--- src/rtl/sram_wc_pkg.sv ---
`timescale 1ns/1ps
package sram_wc_pkg;

   typedef enum logic [1:0] {
      WM_BYTE = 2'b00,
      WM_HALF = 2'b01,
      WM_WORD = 2'b10,
      WM_WIDE = 2'b11
   } width_mode_e;

   function automatic int unsigned cycles_for(input int unsigned t_ns, input int unsigned per_ns);
      int unsigned c;
      if (per_ns == 0) return 1;
      c = (t_ns + per_ns - 1) / per_ns;
      if (c < 1) c = 1;
      return c;
   endfunction

   function automatic int unsigned umax(input int unsigned a, input int unsigned b);
      return (a > b) ? a : b;
   endfunction

endpackage

--- src/rtl/sram_wc_addr_map.sv ---
`timescale 1ns/1ps
module sram_wc_addr_map
   import sram_wc_pkg::*;
#(
   parameter int unsigned DEV_AW = 19,
   parameter int unsigned LANES  = 4,
   parameter int unsigned BANKS  = 2,
   localparam int unsigned LSEL_W  = $clog2(LANES),
   localparam int unsigned HOST_AW = DEV_AW + LSEL_W + 1,
   localparam int unsigned CS_W    = LANES * BANKS
) (
   input  logic [1:0]         mode,
   input  logic [HOST_AW-1:0] host_addr,
   output logic [DEV_AW-1:0]  dev_addr,
   output logic               bank,
   output logic [LSEL_W-1:0]  lane,
   output logic [CS_W-1:0]    cs_n
);

   logic [LANES-1:0] lane_mask;

   always_comb begin
      case (width_mode_e'(mode))
         WM_BYTE: begin
            lane      = host_addr[LSEL_W-1:0];
            dev_addr  = host_addr[DEV_AW+LSEL_W-1:LSEL_W];
            bank      = host_addr[HOST_AW-1];
            lane_mask = LANES'(1) << lane;
         end
         WM_HALF: begin
            lane      = {host_addr[LSEL_W-2:0], 1'b0};
            dev_addr  = host_addr[DEV_AW+LSEL_W-2:LSEL_W-1];
            bank      = host_addr[DEV_AW+LSEL_W-1];
            lane_mask = LANES'(3) << lane;
         end
         default: begin
            lane      = '0;
            dev_addr  = host_addr[DEV_AW-1:0];
            bank      = host_addr[DEV_AW];
            lane_mask = '1;
         end
      endcase
   end

   for (genvar b = 0; b < BANKS; b++) begin : g_bank
      assign cs_n[b*LANES +: LANES] = (bank == 1'(b)) ? ~lane_mask : '1;
   end

   always_comb begin
      AST_ONE_BANK_ONLY: assert ((&cs_n[LANES-1:0]) || (&cs_n[CS_W-1:LANES]))
         else $error("both banks selected");
   end

endmodule

--- src/rtl/sram_wc_lane_mux.sv ---
`timescale 1ns/1ps
module sram_wc_lane_mux
   import sram_wc_pkg::*;
#(
   parameter int unsigned LANE_W = 8,
   parameter int unsigned LANES  = 4,
   localparam int unsigned LSEL_W = $clog2(LANES),
   localparam int unsigned DATA_W = LANE_W * LANES
) (
   input  logic [1:0]        wr_mode,
   input  logic [DATA_W-1:0] wr_data,
   output logic [DATA_W-1:0] wr_bus,
   input  logic [1:0]        rd_mode,
   input  logic [LSEL_W-1:0] rd_lane,
   input  logic [DATA_W-1:0] rd_bus,
   output logic [DATA_W-1:0] rd_data
);

   logic [DATA_W-1:0] rep_byte, rep_half, shifted;

   for (genvar l = 0; l < LANES; l++) begin : g_rep
      assign rep_byte[l*LANE_W +: LANE_W] = wr_data[LANE_W-1:0];
      assign rep_half[l*LANE_W +: LANE_W] = wr_data[(l%2)*LANE_W +: LANE_W];
   end

   always_comb begin
      case (width_mode_e'(wr_mode))
         WM_BYTE: wr_bus = rep_byte;
         WM_HALF: wr_bus = rep_half;
         default: wr_bus = wr_data;
      endcase
   end

   assign shifted = rd_bus >> (int'(rd_lane) * LANE_W);

   always_comb begin
      case (width_mode_e'(rd_mode))
         WM_BYTE: rd_data = {{(DATA_W-LANE_W){1'b0}}, shifted[LANE_W-1:0]};
         WM_HALF: rd_data = {{(DATA_W-2*LANE_W){1'b0}}, shifted[2*LANE_W-1:0]};
         default: rd_data = shifted;
      endcase
   end

endmodule

--- src/rtl/sram_wc_seq.sv ---
`timescale 1ns/1ps
module sram_wc_seq #(
   parameter int unsigned RD_CYC   = 3,
   parameter int unsigned WR_CYC   = 3,
   parameter int unsigned TURN_CYC = 2
) (
   input  logic clk,
   input  logic rst_n,
   input  logic start,
   input  logic start_write,
   input  logic start_bank,
   output logic idle,
   output logic in_read,
   output logic in_write,
   output logic rd_last
);

   localparam int unsigned MAXC  = (RD_CYC > WR_CYC) ? ((RD_CYC > TURN_CYC) ? RD_CYC : TURN_CYC)
                                                     : ((WR_CYC > TURN_CYC) ? WR_CYC : TURN_CYC);
   localparam int unsigned CNT_W = (MAXC < 2) ? 1 : $clog2(MAXC);

   typedef enum logic [1:0] {ST_IDLE, ST_TURN, ST_READ, ST_WRITE} st_e;

   st_e              st_q;
   logic [CNT_W-1:0] cnt_q;
   logic             pend_wr_q, last_wr_q, last_bank_q, have_last_q;
   logic             need_turn;

   assign need_turn = have_last_q && ((last_wr_q != start_write) || (last_bank_q != start_bank));

   always_ff @(posedge clk or negedge rst_n) begin
      if (!rst_n) begin
         st_q        <= ST_IDLE;
         cnt_q       <= '0;
         pend_wr_q   <= 1'b0;
         last_wr_q   <= 1'b0;
         last_bank_q <= 1'b0;
         have_last_q <= 1'b0;
      end else begin
         case (st_q)
            ST_IDLE: if (start) begin
               pend_wr_q   <= start_write;
               last_wr_q   <= start_write;
               last_bank_q <= start_bank;
               have_last_q <= 1'b1;
               if (need_turn) begin
                  st_q  <= ST_TURN;
                  cnt_q <= CNT_W'(TURN_CYC - 1);
               end else if (start_write) begin
                  st_q  <= ST_WRITE;
                  cnt_q <= CNT_W'(WR_CYC - 1);
               end else begin
                  st_q  <= ST_READ;
                  cnt_q <= CNT_W'(RD_CYC - 1);
               end
            end
            ST_TURN: begin
               if (cnt_q == '0) begin
                  st_q  <= pend_wr_q ? ST_WRITE : ST_READ;
                  cnt_q <= pend_wr_q ? CNT_W'(WR_CYC - 1) : CNT_W'(RD_CYC - 1);
               end else begin
                  cnt_q <= cnt_q - 1'b1;
               end
            end
            default: begin
               if (cnt_q == '0) st_q  <= ST_IDLE;
               else             cnt_q <= cnt_q - 1'b1;
            end
         endcase
      end
   end

   assign idle     = (st_q == ST_IDLE);
   assign in_read  = (st_q == ST_READ);
   assign in_write = (st_q == ST_WRITE);
   assign rd_last  = in_read && (cnt_q == '0);

   AST_TURN_LEADS_ACCESS: assert property (@(posedge clk) disable iff (!rst_n)
      (st_q == ST_TURN && cnt_q == '0) |=> (st_q == ST_READ || st_q == ST_WRITE))
      else $error("turnaround not followed by access");
   AST_READ_CNT_RANGE: assert property (@(posedge clk) disable iff (!rst_n)
      in_read |-> (32'(cnt_q) < RD_CYC))
      else $error("read counter out of range");
   AST_WRITE_CNT_RANGE: assert property (@(posedge clk) disable iff (!rst_n)
      in_write |-> (32'(cnt_q) < WR_CYC))
      else $error("write counter out of range");

endmodule

--- src/rtl/sram_width_ctl.sv ---
`timescale 1ns/1ps
module sram_width_ctl
   import sram_wc_pkg::*;
#(
   parameter int unsigned DEV_AW        = 19,
   parameter int unsigned LANE_W        = 8,
   parameter int unsigned LANES         = 4,
   parameter int unsigned BANKS         = 2,
   parameter int unsigned CLK_PERIOD_NS = 4,
   parameter int unsigned T_RC_NS       = 12,
   parameter int unsigned T_AA_NS       = 12,
   parameter int unsigned T_ACS_NS      = 12,
   parameter int unsigned T_OE_NS       = 6,
   parameter int unsigned T_WC_NS       = 12,
   parameter int unsigned T_WP_NS       = 10,
   parameter int unsigned T_CW_NS       = 10,
   parameter int unsigned T_AW_NS       = 10,
   parameter int unsigned T_DW_NS       = 6,
   parameter int unsigned T_HZ_NS       = 6,
   localparam int unsigned LSEL_W  = $clog2(LANES),
   localparam int unsigned HOST_AW = DEV_AW + LSEL_W + 1,
   localparam int unsigned DATA_W  = LANE_W * LANES,
   localparam int unsigned CS_W    = LANES * BANKS
) (
   input  logic               clk,
   input  logic               rst_n,
   input  logic               req_valid,
   output logic               req_ready,
   input  logic               req_write,
   input  logic [1:0]         req_mode,
   input  logic [HOST_AW-1:0] req_addr,
   input  logic [DATA_W-1:0]  req_wdata,
   output logic               rsp_valid,
   output logic [DATA_W-1:0]  rsp_rdata,
   output logic [DEV_AW-1:0]  mem_addr,
   output logic [CS_W-1:0]    mem_cs_n,
   output logic               mem_we_n,
   output logic               mem_oe_n,
   output logic [DATA_W-1:0]  mem_dq_out,
   output logic               mem_dq_oe,
   input  logic [DATA_W-1:0]  mem_dq_in
);

   localparam int unsigned RD_CYC = umax(umax(cycles_for(T_RC_NS, CLK_PERIOD_NS),
                                              cycles_for(T_AA_NS, CLK_PERIOD_NS)),
                                         umax(cycles_for(T_ACS_NS, CLK_PERIOD_NS),
                                              cycles_for(T_OE_NS, CLK_PERIOD_NS)));
   localparam int unsigned WR_CYC = umax(umax(umax(cycles_for(T_WC_NS, CLK_PERIOD_NS),
                                                   cycles_for(T_WP_NS, CLK_PERIOD_NS)),
                                              umax(cycles_for(T_CW_NS, CLK_PERIOD_NS),
                                                   cycles_for(T_AW_NS, CLK_PERIOD_NS))),
                                         cycles_for(T_DW_NS, CLK_PERIOD_NS));
   localparam int unsigned TURN_CYC = cycles_for(T_HZ_NS, CLK_PERIOD_NS);

   if (LANES != 4) begin : g_bad_lanes
      $error("LANES must be 4: width codes assume byte, pair and full-word lane groups");
   end
   if (BANKS != 2) begin : g_bad_banks
      $error("BANKS must be 2: one host address bit selects the bank");
   end
   if (CLK_PERIOD_NS == 0) begin : g_bad_period
      $error("CLK_PERIOD_NS must be non-zero");
   end

   logic               accept;
   logic [DEV_AW-1:0]  dec_dev;
   logic               dec_bank;
   logic [LSEL_W-1:0]  dec_lane;
   logic [CS_W-1:0]    dec_cs_n;
   logic [DATA_W-1:0]  rep_wdata, ext_rdata;

   logic [DEV_AW-1:0]  hold_dev_q;
   logic [CS_W-1:0]    hold_cs_n_q;
   logic [LSEL_W-1:0]  hold_lane_q;
   logic [1:0]         hold_mode_q;
   logic [DATA_W-1:0]  hold_wdata_q;

   logic seq_idle, seq_read, seq_write, seq_rd_last;

   assign accept = req_valid && req_ready;

   sram_wc_addr_map #(.DEV_AW(DEV_AW), .LANES(LANES), .BANKS(BANKS)) addr_map_i (
      .mode      (req_mode),
      .host_addr (req_addr),
      .dev_addr  (dec_dev),
      .bank      (dec_bank),
      .lane      (dec_lane),
      .cs_n      (dec_cs_n)
   );

   sram_wc_lane_mux #(.LANE_W(LANE_W), .LANES(LANES)) lane_mux_i (
      .wr_mode (req_mode),
      .wr_data (req_wdata),
      .wr_bus  (rep_wdata),
      .rd_mode (hold_mode_q),
      .rd_lane (hold_lane_q),
      .rd_bus  (mem_dq_in),
      .rd_data (ext_rdata)
   );

   sram_wc_seq #(.RD_CYC(RD_CYC), .WR_CYC(WR_CYC), .TURN_CYC(TURN_CYC)) seq_i (
      .clk         (clk),
      .rst_n       (rst_n),
      .start       (accept),
      .start_write (req_write),
      .start_bank  (dec_bank),
      .idle        (seq_idle),
      .in_read     (seq_read),
      .in_write    (seq_write),
      .rd_last     (seq_rd_last)
   );

   always_ff @(posedge clk or negedge rst_n) begin
      if (!rst_n) begin
         hold_dev_q   <= '0;
         hold_cs_n_q  <= '1;
         hold_lane_q  <= '0;
         hold_mode_q  <= '0;
         hold_wdata_q <= '0;
      end else if (accept) begin
         hold_dev_q   <= dec_dev;
         hold_cs_n_q  <= dec_cs_n;
         hold_lane_q  <= dec_lane;
         hold_mode_q  <= req_mode;
         hold_wdata_q <= rep_wdata;
      end
   end

   always_ff @(posedge clk or negedge rst_n) begin
      if (!rst_n) begin
         rsp_valid <= 1'b0;
         rsp_rdata <= '0;
      end else begin
         rsp_valid <= seq_rd_last;
         if (seq_rd_last) rsp_rdata <= ext_rdata;
      end
   end

   assign req_ready  = seq_idle;
   assign mem_addr   = hold_dev_q;
   assign mem_cs_n   = (seq_read || seq_write) ? hold_cs_n_q : '1;
   assign mem_oe_n   = ~seq_read;
   assign mem_we_n   = ~seq_write;
   assign mem_dq_oe  = seq_write;
   assign mem_dq_out = hold_wdata_q;

   // strobe-width bookkeeping for the checks below
   logic [15:0] we_run_q, oe_run_q;
   logic        we_n_q, oe_n_q;
   always_ff @(posedge clk or negedge rst_n) begin
      if (!rst_n) begin
         we_run_q <= '0;
         oe_run_q <= '0;
         we_n_q   <= 1'b1;
         oe_n_q   <= 1'b1;
      end else begin
         we_n_q <= mem_we_n;
         oe_n_q <= mem_oe_n;
         if (!mem_we_n) we_run_q <= we_n_q ? 16'd1 : we_run_q + 16'd1;
         if (!mem_oe_n) oe_run_q <= oe_n_q ? 16'd1 : oe_run_q + 16'd1;
      end
   end

   for (genvar l = 0; l < LANES; l++) begin : g_lane_chk
      AST_LANE_EXCLUSIVE: assert property (@(posedge clk) disable iff (!rst_n)
         !(!mem_cs_n[l] && !mem_cs_n[l+LANES]))
         else $error("two devices selected on one lane");
   end

   AST_IDLE_DESELECT: assert property (@(posedge clk) disable iff (!rst_n)
      req_ready |-> (&mem_cs_n))
      else $error("select low while idle");
   AST_SELECT_COUNT: assert property (@(posedge clk) disable iff (!rst_n)
      !(&mem_cs_n) |-> ($countones(~mem_cs_n) == 1 || $countones(~mem_cs_n) == 2
                        || $countones(~mem_cs_n) == 4))
      else $error("illegal select pattern");
   AST_ACCESS_STABLE: assert property (@(posedge clk) disable iff (!rst_n)
      (!(&mem_cs_n) && !(&$past(mem_cs_n))) |-> ($stable(mem_addr) && $stable(mem_cs_n)))
      else $error("address or select moved during access");
   AST_DRIVE_ONLY_WRITE: assert property (@(posedge clk) disable iff (!rst_n)
      mem_dq_oe |-> (!mem_we_n && mem_oe_n))
      else $error("bus driven outside write");
   AST_NO_OE_WE_OVERLAP: assert property (@(posedge clk) disable iff (!rst_n)
      !(!mem_oe_n && !mem_we_n))
      else $error("read and write strobes overlap");
   AST_WE_WIDTH: assert property (@(posedge clk) disable iff (!rst_n)
      (mem_we_n && !we_n_q) |-> (we_run_q == 16'(WR_CYC)))
      else $error("write pulse width wrong");
   AST_OE_WIDTH: assert property (@(posedge clk) disable iff (!rst_n)
      (mem_oe_n && !oe_n_q) |-> (oe_run_q == 16'(RD_CYC)))
      else $error("read strobe width wrong");
   AST_RSP_PULSE: assert property (@(posedge clk) disable iff (!rst_n)
      rsp_valid |=> !rsp_valid)
      else $error("response longer than one cycle");
   AST_READY_DROPS: assert property (@(posedge clk) disable iff (!rst_n)
      (req_valid && req_ready) |=> !req_ready)
      else $error("ready stayed high after accept");

endmodule

--- config.mk ---
export PLATFORM = sky130hd
export DESIGN_NAME = sram_width_ctl
export DESIGN_NICKNAME = d
export VERILOG_FILES = /design/src/rtl/sram_wc_pkg.sv /design/src/rtl/sram_wc_addr_map.sv /design/src/rtl/sram_wc_lane_mux.sv /design/src/rtl/sram_wc_seq.sv /design/src/rtl/sram_width_ctl.sv
export SDC_FILE = /design/constraint.sdc
export NUM_CORES = 1
export LEC_CHECK = 0
export ABC_AREA = 1
export BUFFER_PORTS_ARGS = -buffer_cell sky130_fd_sc_hd__buf_2
export CORE_MARGIN = 5
export CORE_UTILIZATION = 30
export CTS_BUF_LIST = sky130_fd_sc_hd__clkbuf_8 sky130_fd_sc_hd__clkbuf_16
export CTS_CLUSTER_DIAMETER = 60
export DETAILED_ROUTE_END_ITERATION = 10
export SLEW_MARGIN = 20
export SYNTH_ARGS = -nofsm -noshare
export SYNTH_HDL_FRONTEND = slang
export SYNTH_SLANG_ARGS = --single-unit
--- constraint.sdc ---
create_clock -name clk -period 1.36 [get_ports clk]
set_clock_uncertainty 0.15 [all_clocks]
set_input_delay 0 -clock clk [delete_from_list [all_inputs] [get_ports clk]]
set_output_delay 0 -clock clk [all_outputs]
set_load 0.01 [all_outputs]
# ---- Word-level counts from Yosys, hierarchy flattened
# Index checks and enable logic that the tools add are counted.
dict set report classes {
  muxes 21
  n_bitwise 3
  reduce_logical 13
  n_shift 3
  eq_ne 10
  add_sub_neg 1
}
# operator count
set ops {}
lappend ops {{case mux 32 bit (2 select lines)} 2}
lappend ops {{case mux 19 bit (2 select lines)} 1}
lappend ops {{right shift 32 x 5 -> 32 bit} 1}
lappend ops {{2-to-1 mux 2 bit} 8}
lappend ops {{case mux 2 bit (2 select lines)} 3}
lappend ops {{zero test 2 bit} 4}
lappend ops {{2-to-1 mux 4 bit} 2}
lappend ops {{2-to-1 mux 8 bit} 1}
lappend ops {{case mux 4 bit (2 select lines)} 1}
lappend ops {{equality test 2 x 1 -> 1 bit, second input constant} 3}
lappend ops {{equality test 2 bit, second input constant} 2}
lappend ops {{!= test 2 x 1 -> 1 bit, second input constant} 2}
lappend ops {{NOT 4 bit} 1}
lappend ops {{AND reduction 2 bit} 2}
lappend ops {{<< shifter 1 x 2 -> 4 bit, first input constant} 1}
lappend ops {{<< shifter 2 x 2 -> 4 bit, first input constant} 1}
lappend ops {{logical AND 1 bit} 3}
lappend ops {{!= test 3 bit, second input constant} 1}
lappend ops {{AND reduction 3 bit} 1}
lappend ops {{logical OR 1 bit} 2}
lappend ops {{2-to-1 mux 1 bit} 2}
lappend ops {{!= test 1 bit} 2}
lappend ops {{NOT 1 bit} 2}
lappend ops {{case mux 1 bit (2 select lines)} 1}
lappend ops {{2 further kinds} 2}
dict set report word_totals {
  out_inout_bits 96
  regBits 103
  input_bits 92
  elab_cells 63
}

# ---- Depth between registers and ports, before layout
# Gate-level depths: netlist of run 1.
dict set report logic_depth {
  word_depth 8
  ltp_mapped 10
  ltp_nobuf 9
}

# ---- Hierarchy
# Synthesis of run 1 repeated with hierarchy kept, for this count alone.
dict set report hier_totals {
  cells_unflattened 889
  area_unflattened_um2 6184.7
}
# mod seq_area_each_um2 cells_each n_inst area_each_um2
set by_module_without_submodules {}
lappend by_module_without_submodules {sram_width_ctl 2412.3 429 1 3930.0}
lappend by_module_without_submodules {sram_wc_lane_mux 0.0 279 1 1247.4}
lappend by_module_without_submodules {sram_wc_addr_map 0.0 113 1 526.8}
lappend by_module_without_submodules {sram_wc_seq 175.2 68 1 480.5}

# ---- Worst setup path before layout of run 1
# No wires, ideal clock.
dict set report synth_path {
  kind {reg-to-reg}
  start {register seq_i.cnt_q[0]}
  end {register seq_i.cnt_q[0]}
  arrival_ps 1188
  stages_incl_launch_ff 7
  t_required_ps 1083
  setup_time_ps 127
  period_less_slack_ps 1465
  slack_ps -105
  n_path_buf 0
  cell_sequence {dfrtp_1 inv_1 ha_1 nand2_2 o21ai_0 a211oi_1 a21oi_2}
}
dict set report synth_between {
  elab_chain_len 3
  elab_cells_between_ends 7
  cone_classes {add/sub (1); eq/ne (1); mux (3); reduce/logical (2)}
}
# item line
set synth_rtl {}
lappend synth_rtl {{from (decl)} sram_wc_seq.sv:25} ;# logic [CNT_W-1:0] cnt_q;
lappend synth_rtl {{from (signal assigned)} sram_wc_seq.sv:48} ;# cnt_q <= CNT_W'(TURN_CYC - 1);
lappend synth_rtl {{from (signal assigned)} sram_wc_seq.sv:51} ;# cnt_q <= CNT_W'(WR_CYC - 1);
lappend synth_rtl {{from (signal assigned)} sram_wc_seq.sv:54} ;# cnt_q <= CNT_W'(RD_CYC - 1);
lappend synth_rtl {{subtractor 2 x 1 -> 2 bit or zero test 2 bit (tied branches)} --}
lappend synth_rtl {{2-to-1 mux 2 bit, or another cell as far along} sram_wc_seq.sv:66} ;# if (cnt_q == '0) st_q <= ST_IDLE;
lappend synth_rtl {{case mux 2 bit (2 select lines) or AND reduction 2 bit (tied branches)} --}
# Parallel ways exist; a longest one is shown, timed or not. The select of a mux whose other input is x is not followed.
# A chain may end at the register's enable or synchronous reset.

# ---- Worst setup path after layout of run 1
dict set report layout_path {
  start {input port req_wdata[14]}
  end {register hold_wdata_q[30] (netlist: mem_dq_out[30])}
}
dict set report layout_between {
  elab_chain_len 1
}
# item line
set layout_rtl {}
lappend layout_rtl {{from (decl)} sram_width_ctl.sv:32} ;# input logic [DATA_W-1:0] req_wdata,
lappend layout_rtl {{case mux 32 bit (2 select lines)} sram_wc_lane_mux.sv:27} ;# case (width_mode_e'(wr_mode))
lappend layout_rtl {{to (signal assigned)} sram_width_ctl.sv:125} ;# hold_wdata_q <= rep_wdata;
lappend layout_rtl {{to (decl)} sram_width_ctl.sv:76} ;# logic [DATA_W-1:0] hold_wdata_q;
# Every way passes these cells.

==> reports/results.txt, run 1 <==
status -> finished with violations
failing checks -> negative hold slack, negative setup slack
gr usage total -> 18.31%
utilization after layout -> 50.71%
vias in the first global route -> 5,781
Syn Area/Cell -> 8.054 sq um
Total Power -> 17.40 mW
worst slew pin tran -> 0.4241 ns
Setup TNS Final -> -4.214 ns
share of cells above drive strength 1 -> 41.10%
syn nets -> 741
vias per std cell -> 4.883
endpoints failing setup -> 87
kind of critical path -> in2reg
Synth cell types -> 34
Power Density -> 1998 nW/um^2
GRT overflow -> 0
met3 WL post-DR -> 1.716 mm
YS warnings -> 0
largest net degree at the start of global routing -> 62
most frequent cells in the layout -> buf_2, nand2_1, dfrtp_1
initial DRC count -> 270
Avg WL per Cell -> 16.46 um
Die X -> 141.8 um
synthesized flop and latch total -> 103
leakage -> 4.346 nW
CTS tree -> done
Top Metal Used -> met4
f_max -> 0.6740 GHz
most common cell after layout, fill and taps aside -> buf_2
Area Growth Syn to Fin -> 67.13%
worst-case clock buffer depth -> 2
relative max-transition margin -> 71.72%
starting density of the core -> 30.34%
Worst-path clk slew -> 0.08 ns
Inserted Clock Buffers -> 9
Worst Setup End Kind -> flip-flop
ANT nets after route -> 0
period utilization -> 109.1%
total wire length -> 19.62 mm
core area -> 17,180 sq um
fin area -> 8710 sq um
startpoint types -> primary input
layout net count -> 1,055
Mapped Area -> 5211 sq um
DR pass1 iterations -> 5
DPL Wire Length -> 12.57 mm
clock root cell -> clkbuf_16
IO Port Bufs -> 187
met2 wire length -> 9.350 mm
Synth Instances -> 647
post-place instance area -> 6620 sq um
Req. time, crit path -> 1.45 ns
worst hold slack -> -0.2063 ns
worst ir drop on vdd -> 903.2 uV
Die Height -> 141.8 um
Fin. Hold Viols -> 4
htree depth -> 3
sequential-to-total area share from yosys stat -> 49.65%
min Tclk post-route -> 1.484 ns
worst-path maximum fanout -> 2
vias -> 5,820
Die ar. -> 20,110 sq um
initial antenna violation count -> 0
Slew Limit Fails -> 0
Final Wtd Congestion -> 0.7997
DRC -> 0
max-cap violations -> 0
# clock sinks -> 103
Arrival @ worst endpoint -> 1.58 ns
RSZ-0062 raised after global routing -> true
global-route wire length before repair -> 29.75 mm
Hold WC Path Type -> in2reg
final worst-path setup slack -> -0.1236 ns
pre-CTS WS -> -0.1645 ns
IO Count -> 188
clk_lat worst skew -> 0.34 ns
M1 wire length -> 8.196 mm
Site Rows -> 48
-- metal layers --
layer / GRT usage, % / vias to the layer above
met4: 4.949 / 0
met3: 4.887 / 30
met1: 23.76 / 2710
met2: 30.25 / 285
met5: 0 / -
li1: - / 2795
-- stage by stage --
step	instances	hold WS, ns
floorplan	647	-0.4456
global placement	1058	-0.1353
detailed placement	1058	-0.1431
CTS	1178	-0.2442
global route	1191	-0.2031
finish	1192	-0.2063
-- flip-flops by register name (all words and copies together) (netlist names) --
register,cells
hold_cs_n_q,8
mem_dq_out,32
seq_i.st_q,2
seq_i.last_wr_q,1
rsp_valid,1
seq_i.last_bank_q,1
hold_mode_q,2
seq_i.cnt_q,2
mem_addr,19
rsp_rdata,32
seq_i.have_last_q,1
hold_lane_q,2
-- synth_stat cells --
library cell / n / area, sq um
or2_2: 4 / 25.02
buf_2: 19 / 95.09
nor2_1: 18 / 67.56
a22oi_1: 1 / 7.510
a21oi_1: 65 / 325.3
a211oi_1: 1 / 7.510
o21ai_1: 35 / 175.2
a22oi_2: 3 / 37.54
o21ai_0: 73 / 365.4
ha_1: 2 / 25.02
buf_6: 6 / 67.56
nor2_4: 2 / 22.52
nand3_4: 1 / 17.52
a21oi_2: 2 / 17.52
xnor2_1: 1 / 8.760
o22ai_1: 17 / 106.4
nand2_1: 186 / 698.2
nand4_1: 1 / 6.260
dfrtp_1: 95 / 2377
o211ai_1: 8 / 60.06
a31oi_1: 9 / 56.30
nor2_2: 2 / 12.51
nand2_2: 3 / 18.77
dfstp_2: 8 / 210.2
nand2_4: 3 / 33.78
inv_6: 1 / 8.760
nand3_1: 10 / 50.05
o21ai_2: 1 / 8.760
inv_2: 6 / 22.52
inv_1: 43 / 161.4
buf_4: 5 / 37.54
clkbuf_1: 12 / 45.04
nand3_2: 2 / 20.02
inv_4: 2 / 12.51
-- worst max-delay path: stages --
cell and delay, ns:
buf_2 0.10, dlygate4sd3_1 0.58, nand2_1 0.08, nand2_1 0.08, a21oi_2 0.11, dlygate4sd3_1 0.56
o21ai_1 0.06
-- path summary, 6_finish.rpt --
path,startpoint,endpoint,slack [ns],cells after the start
max in group asynchronous,rst_n,hold_cs_n_q[5]$_DFFE_PN1P_,0.67,3
worst min-delay path,req_wdata[3],mem_dq_out[3]$_DFFE_PN0P_,-0.21,3
worst min register to register,seq_i.have_last_q$_DFFE_PN0P_,seq_i.have_last_q$_DFFE_PN0P_,0.32,2
min in group asynchronous,rst_n,rsp_rdata[0]$_DFFE_PN0P_,0.02,3
worst max register to register,seq_i.st_q[1]$_DFFE_PN0P_,mem_dq_out[14]$_DFFE_PN0P_,-0.10,8
worst max-delay path,req_wdata[14],mem_dq_out[30]$_DFFE_PN0P_,-0.12,7
-- kinds of logic after synthesis --
logic type / after synthesis / synth area share [%]
compound gates: 215 / 22.40
xor+xnor: 1 / 0.1681
fa+ha+maj: 2 / 0.4801
buf+inv: 94 / 8.643
flops: 103 / 49.65
simple gates: 232 / 18.66
-- timing repair --
item | in CTS | in global routing
endpoints found under the hold margin | 199 | 8
hold buffers | 93 | 3
setup buffers | 8 | 9
cloned | 3 | 7
resized for setup | 71 | 102
setup endpoints to repair | 91 | 104
pin swaps | 9 | 15
-- area by class of cell --
type,instances,area [sq um]
Fill cell,1605,8467
Timing Repair Buffer,344,2754
Sequential cell,103,2589
Multi-Input combinational cell,451,2534
Tap cell,225,281.5
Inverter,52,230.2
Clock buffer,9,225.2
Clock inverter,7,93.84
Antenna cell,1,2.502
-- power by group --
part | switching, mW | total, mW | leakage (nW) | internal, mW
logic | 4.87 | 9.17 | 2.91 | 4.30
clock network | 1.23 | 2.85 | 0.158 | 1.62
registers | 0.879 | 5.39 | 1.28 | 4.51
total | 6.98 | 17.4 | 4.35 | 10.4
Power figures use the tool's default switching activity.
==> run 2, diff against run 1 <==
CORE_MARGIN = default   (was 5)
TNS_END_PERCENT = 20   (was default)
==> run 2 against run 1 <==
Net effect: clock power shrank 7.7%; largest power group unchanged; via count fell by 1.6%; highest routed layer unchanged; critical path type unchanged; setup slack gained 0.0040 ns; maximum frequency rose by 0.27%; non-clock buffer count decreased by 8; die area fell by 11%; global-route usage is 2.0 points higher; register-to-register slack about the same; the flow still finishes with violations (negative hold slack, negative setup slack).
==> reports/results.txt, run 2 (same netlist as run 1, synthesis figures left out) <==
Total Power -> 16.74 mW
core area -> 16,760 sq um
Avg WL per Cell -> 16.22 um
clk_lat worst skew -> 0.35 ns
worst-case clock buffer depth -> 2
initial DRC count -> 361
startpoint types -> primary input
Power Density -> 1938 nW/um^2
Worst-path clk slew -> 0.08 ns
IO Port Bufs -> 187
DR pass1 iterations -> 5
# clock sinks -> 103
Site Rows -> 47
sw frac -> 40.77%
vias -> 5,726
share of cells above drive strength 1 -> 39.52%
Gate power share -> 52.1%
worst slew pin tran -> 0.4923 ns
RSZ-0062 raised after global routing -> true
WP buf/inv -> 3
utilization after layout -> 51.55%
status -> finished with violations
CTS tree -> done
htree depth -> 3
DRC -> 0
fin area -> 8640 sq um
ANT nets after route -> 0
Req. time, crit path -> 1.47 ns
largest net degree at the start of global routing -> 36
Worst Setup End Kind -> flip-flop
max-cap violations -> 0
relative max-transition margin -> 66.83%
Area Growth Syn to Fin -> 65.79%
Fin. Hold Viols -> 3
IO Count -> 188
Die Height -> 133.8 um
worst ir drop on vdd -> 1046 uV
failing checks -> negative hold slack, negative setup slack
most frequent cells in the layout -> buf_2, nand2_1, dfrtp_1
delay-heaviest family, CP -> buffers and inverters
leakage -> 4.289 nW
Inserted Clock Buffers -> 9
Antenna Cells -> 0
layout net count -> 1,048
Crit-path slowest cell -> dlygate4sd3_1
worst-path cell chain -> buf_2 -> dlygate4sd3_1 -> nand2_1 -> nand2_1 -> a21oi_1 -> dlygate4sd3_1 -> o21ai_2
P_sw -> 6.826 mW
vias in the first global route -> 5,499
period utilization -> 108.8%
worst hold slack -> -0.05223 ns
Slew Limit Fails -> 0
Arrival @ worst endpoint -> 1.59 ns
total wire length -> 19.13 mm
Setup TNS Final -> -4.513 ns
initial antenna violation count -> 0
starting density of the core -> 31.09%
kind of critical path -> in2reg
f_max -> 0.6759 GHz
GRT overflow -> 0
final worst-path setup slack -> -0.1196 ns
Die ar. -> 17,900 sq um
most common cell after layout, fill and taps aside -> buf_2
Int Pwr -> 9.915 mW
post-place instance area -> 6584 sq um
worst-path maximum fanout -> 2
Final Wtd Congestion -> 0.8741
DPL Wire Length -> 11.64 mm
endpoints failing setup -> 82
Flop pwr share -> 32.2%
vias per std cell -> 4.857
Die X -> 133.8 um
Hold WC Path Type -> in2reg
clock root cell -> clkbuf_16
clock power share -> 15.7%
min Tclk post-route -> 1.480 ns
slowest cell delay on critical path -> 0.59 ns
global-route wire length before repair -> 28.32 mm
gr usage total -> 20.29%
run 2: changes by cell type in the layout (fill, tap and decap cells not counted), moves of 6 or more:
| cell | delta |
|---|---|
| buf_6 | -14 |
| nand2_1 | +7 |
| nor2_2 | -8 |
| nor2_4 | +6 |
| o21ai_0 | +11 |
| o21ai_1 | -14 |
run 2: per-layer routing:
metal | vias to the layer above | global-route usage, % | routed length (um)
li1 | 2776 | - | -
met1 | 2674 | 26.37 | 8195
met2 | 252 | 32.56 | 9245
met3 | 24 | 5.367 | 1342
met4 | 0 | 6.944 | 342
met5 | - | 0 | 0
run 2: power by group through the flow:
stage	Combinational (mW)	Clock [mW]	Sequential [mW]
2_1_floorplan	3.62	0	5.68
3_3_place_gp	6.66	0	5.30
3_5_place_dp	6.75	0	5.30
4_1_cts	7.49	2.70	5.29
5_1_grt	9.53	2.84	5.55
6_report	8.72	2.63	5.40
run 2: through the flow:
step,setup WS [ns],cells
after floorplan,-0.05385,647
after global placement,-0.1110,1049
after detailed placement,-0.1606,1049
after CTS,-0.1088,1165
after global routing,-0.1781,1179
final,-0.1196,1179
run 2: final cells by class:
class	instances	area, sq um
Clock inverter	7	66.31
Clock buffer	9	225.2
Timing Repair Buffer	336	2676
Inverter	52	230.2
Sequential cell	103	2589
Tap cell	220	275.3
Multi-Input combinational cell	452	2577
Fill cell	1554	8120
run 2: worst register-to-register path: stages (launching register included):
cell	delay [ns]
dfrtp_2	0.40
clkinv_4	0.08
nand2_8	0.10
clkinv_8	0.08
nand2_8	0.14
clkinv_8	0.10
buf_12	0.15
nor2_2	0.11
a21oi_2	0.04
run 2: timing repair:
item,4_1_cts,5_1_grt
setup buffers,2,6
hold endpoints to repair,198,9
endpoints found under the setup margin,87,114
gates resized for setup,54,93
cloned,2,9
hold buffers,96,5
pin swaps,6,18
run 2: final timing paths:
path	cells after the start	from	endpoint	slack [ns]
worst max-delay path	7	req_wdata[8]	mem_dq_out[24]$_DFFE_PN0P_	-0.12
worst min-delay path	5	req_addr[10]	mem_addr[9]$_DFFE_PN0P_	-0.05
worst max register to register	8	seq_i.st_q[1]$_DFFE_PN0P_	mem_dq_out[20]$_DFFE_PN0P_	-0.10
worst min register to register	2	seq_i.have_last_q$_DFFE_PN0P_	seq_i.have_last_q$_DFFE_PN0P_	0.32
max in group asynchronous	3	rst_n	rsp_rdata[30]$_DFFE_PN0P_	0.53
min in group asynchronous	2	rst_n	seq_i.st_q[0]$_DFFE_PN0P_	0.01
==> run 3, diff against run 2 <==
clock period = 1.5 ns   (was 1.36 ns; I/O delays follow)
==> run 3 against run 2 <==
Net effect: the run ends with negative setup slack left; utilization shrank 3.4 points; setup slack improved by 0.11 ns; cell area fell by 6.6%; via count shrank 2.8%; sequential share of layout area grew 2.1 points; register-to-register slack improved by 0.09 ns; largest cell class is now flip-flops and latches.
==> reports/results.txt, run 3 (same netlist as run 1, synthesis figures left out) <==
initial antenna violation count -> 0
kind of critical path -> reg2reg
Flop pwr share -> 34.9%
post-place instance area -> 6490 sq um
core area -> 16,760 sq um
WP buf/inv -> 2
Power Density -> 1706 nW/um^2
vias -> 5,566
Int Pwr -> 8.021 mW
final worst-path setup slack -> -0.005333 ns
most common cell after layout, fill and taps aside -> buf_2
worst-path maximum fanout -> 6
M1 GR Usage -> 26.39%
RSZ-0062 raised after global routing -> true
Arrival @ worst endpoint -> 1.64 ns
GR Layer Usage met3 -> 3.704%
worst-case clock buffer depth -> 2
clock power share -> 17.2%
Crit-path slowest cell -> dfrtp_2
Fin. Hold Viols -> 0
Slew Limit Fails -> 0
period utilization -> 100.4%
most frequent cells in the layout -> buf_2, nand2_1, dlygate4sd3_1
f_max -> 0.6643 GHz
GRT overflow -> 0
Site Rows -> 47
Die Height -> 133.8 um
Worst Setup End Kind -> flip-flop
Inserted Clock Buffers -> 9
Setup TNS Final -> -0.007933 ns
P_sw -> 5.741 mW
share of cells above drive strength 1 -> 32.17%
status -> finished with violations
worst slew pin tran -> 0.4555 ns
max-cap violations -> 0
CTS tree -> done
Antenna Cells -> 0
Die X -> 133.8 um
Area Growth Syn to Fin -> 54.84%
clock root cell -> clkbuf_16
min Tclk post-route -> 1.505 ns
worst-path cell chain -> buf_4 -> buf_4 -> nor2_2 -> nand2_1 -> o21ai_0 -> a21oi_1 -> a21oi_2
slowest cell delay on critical path -> 0.44 ns
total wire length -> 17.70 mm
ANT nets after route -> 0
Gate power share -> 47.9%
Die ar. -> 17,900 sq um
fin area -> 8069 sq um
# clock sinks -> 103
relative max-transition margin -> 69.64%
Final Wtd Congestion -> 0.8567
DRC -> 0
IO Port Bufs -> 187
startpoint types -> flip-flop
Avg WL per Cell -> 15.19 um
leakage -> 4.120 nW
htree depth -> 3
vias in the first global route -> 5,564
Req. time, crit path -> 1.63 ns
layout net count -> 1,034
Hold WC Path Type -> in2reg
largest net degree at the start of global routing -> 53
worst reg2reg path depth -> 7
Total Power -> 13.76 mW
DR pass1 iterations -> 4
vias per std cell -> 4.778
global-route wire length before repair -> 28.30 mm
gr usage total -> 20.12%
busiest layer in global routing -> met2
endpoints failing setup -> 2
Levels on crit path -> 7
failing checks -> negative setup slack
IO Count -> 188
WHS Path Cells -> 7
starting density of the core -> 31.09%
delay-heaviest family, CP -> flip-flops
clk_lat worst skew -> 0.36 ns
met2 global-route usage -> 33.36%
sw frac -> 41.72%
initial DRC count -> 309
DPL Wire Length -> 12.02 mm
worst ir drop on vdd -> 891.9 uV
pre-CTS WS -> -0.09036 ns
CP most frequent cell -> buf_4
Worst-path clk slew -> 0.08 ns
[run 3: changes by cell type in the layout (fill, tap and decap cells not counted), moves of 6 or more]
cell	change
o21ai_2	-14
o21ai_0	+18
buf_4	-6
dlygate4sd3_1	+8
buf_6	-7
nor2_4	-6
a21oi_2	-9
a21oi_1	+12
nand2_1	+14
nand2_2	-12
clkbuf_16	-6
nor2_1	+10
[run 3: layout make-up]
class / instances / area, sq um
multi-input combinational: 450 / 2302
tap: 220 / 275.3
clock inverter: 7 / 63.81
fill: 1607 / 8691
timing repair buffer: 324 / 2407
sequential: 103 / 2590
inverter: 52 / 205.2
clock buffer: 9 / 225.2
[run 3: per-layer routing]
metal | routed length [um] | share of wire, %
met2 | 8470 | 48
met3 | 1165 | 6.6
met5 | 0 | 0
met4 | 306 | 1.7
met1 | 7754 | 44
[run 3: per-stage QoR]
step / instances / utilization, % / hold slack (ns)
floorplan: 647 / - / -0.4456
CTS: 1165 / 47.34 / 0.001428
detailed placement: 1040 / 38.72 / -0.1884
finish: 1165 / 48.14 / 0.005880
global route: 1165 / 48.14 / 0.04010
global placement: 1040 / 38.72 / -0.1960
[run 3: worst paths after layout]
| path | slack (ns) | from | endpoint |
|---|---|---|---|
| worst min-delay path | 0.006 | req_addr[20] | hold_cs_n_q[0]$_DFFE_PN1P_ |
| max in group asynchronous | 0.10 | rst_n | hold_cs_n_q[2]$_DFFE_PN1P_ |
| worst min register to register | 0.31 | seq_i.have_last_q$_DFFE_PN0P_ | seq_i.have_last_q$_DFFE_PN0P_ |
| worst max register to register | -0.005 | seq_i.st_q[1]$_DFFE_PN0P_ | seq_i.st_q[0]$_DFFE_PN0P_ |
| min in group asynchronous | 0.52 | rst_n | hold_lane_q[0]$_DFFE_PN0P_ |
| worst max-delay path | -0.005 | seq_i.st_q[1]$_DFFE_PN0P_ | seq_i.st_q[0]$_DFFE_PN0P_ |
[run 3: power by group through the flow]
| stage | clock (mW) | sequential [mW] | combinational, mW |
|---|---|---|---|
| final | 2.36 | 4.80 | 6.60 |
| after global routing | 2.53 | 4.96 | 7.33 |
| after CTS | 2.41 | 4.77 | 6.41 |
| after detailed placement | 0 | 4.79 | 5.98 |
| after global placement | 0 | 4.82 | 5.88 |
| after floorplan | 0 | 5.15 | 3.13 |
[run 3: timing repair]
item                                    CTS  global route
endpoints found under the setup margin   36            68
setup buffers                             1             0
gates resized for setup                  24            53
hold buffers                            109             0
pin swaps                                 1             7
cloned                                    0             1
endpoints found under the hold margin   197             0
[run 3: tightest hold or removal path: cells and delay by family]
kind	cells	cell delay (ns)
simple gates	4	0.25
buf+inv	3	0.25
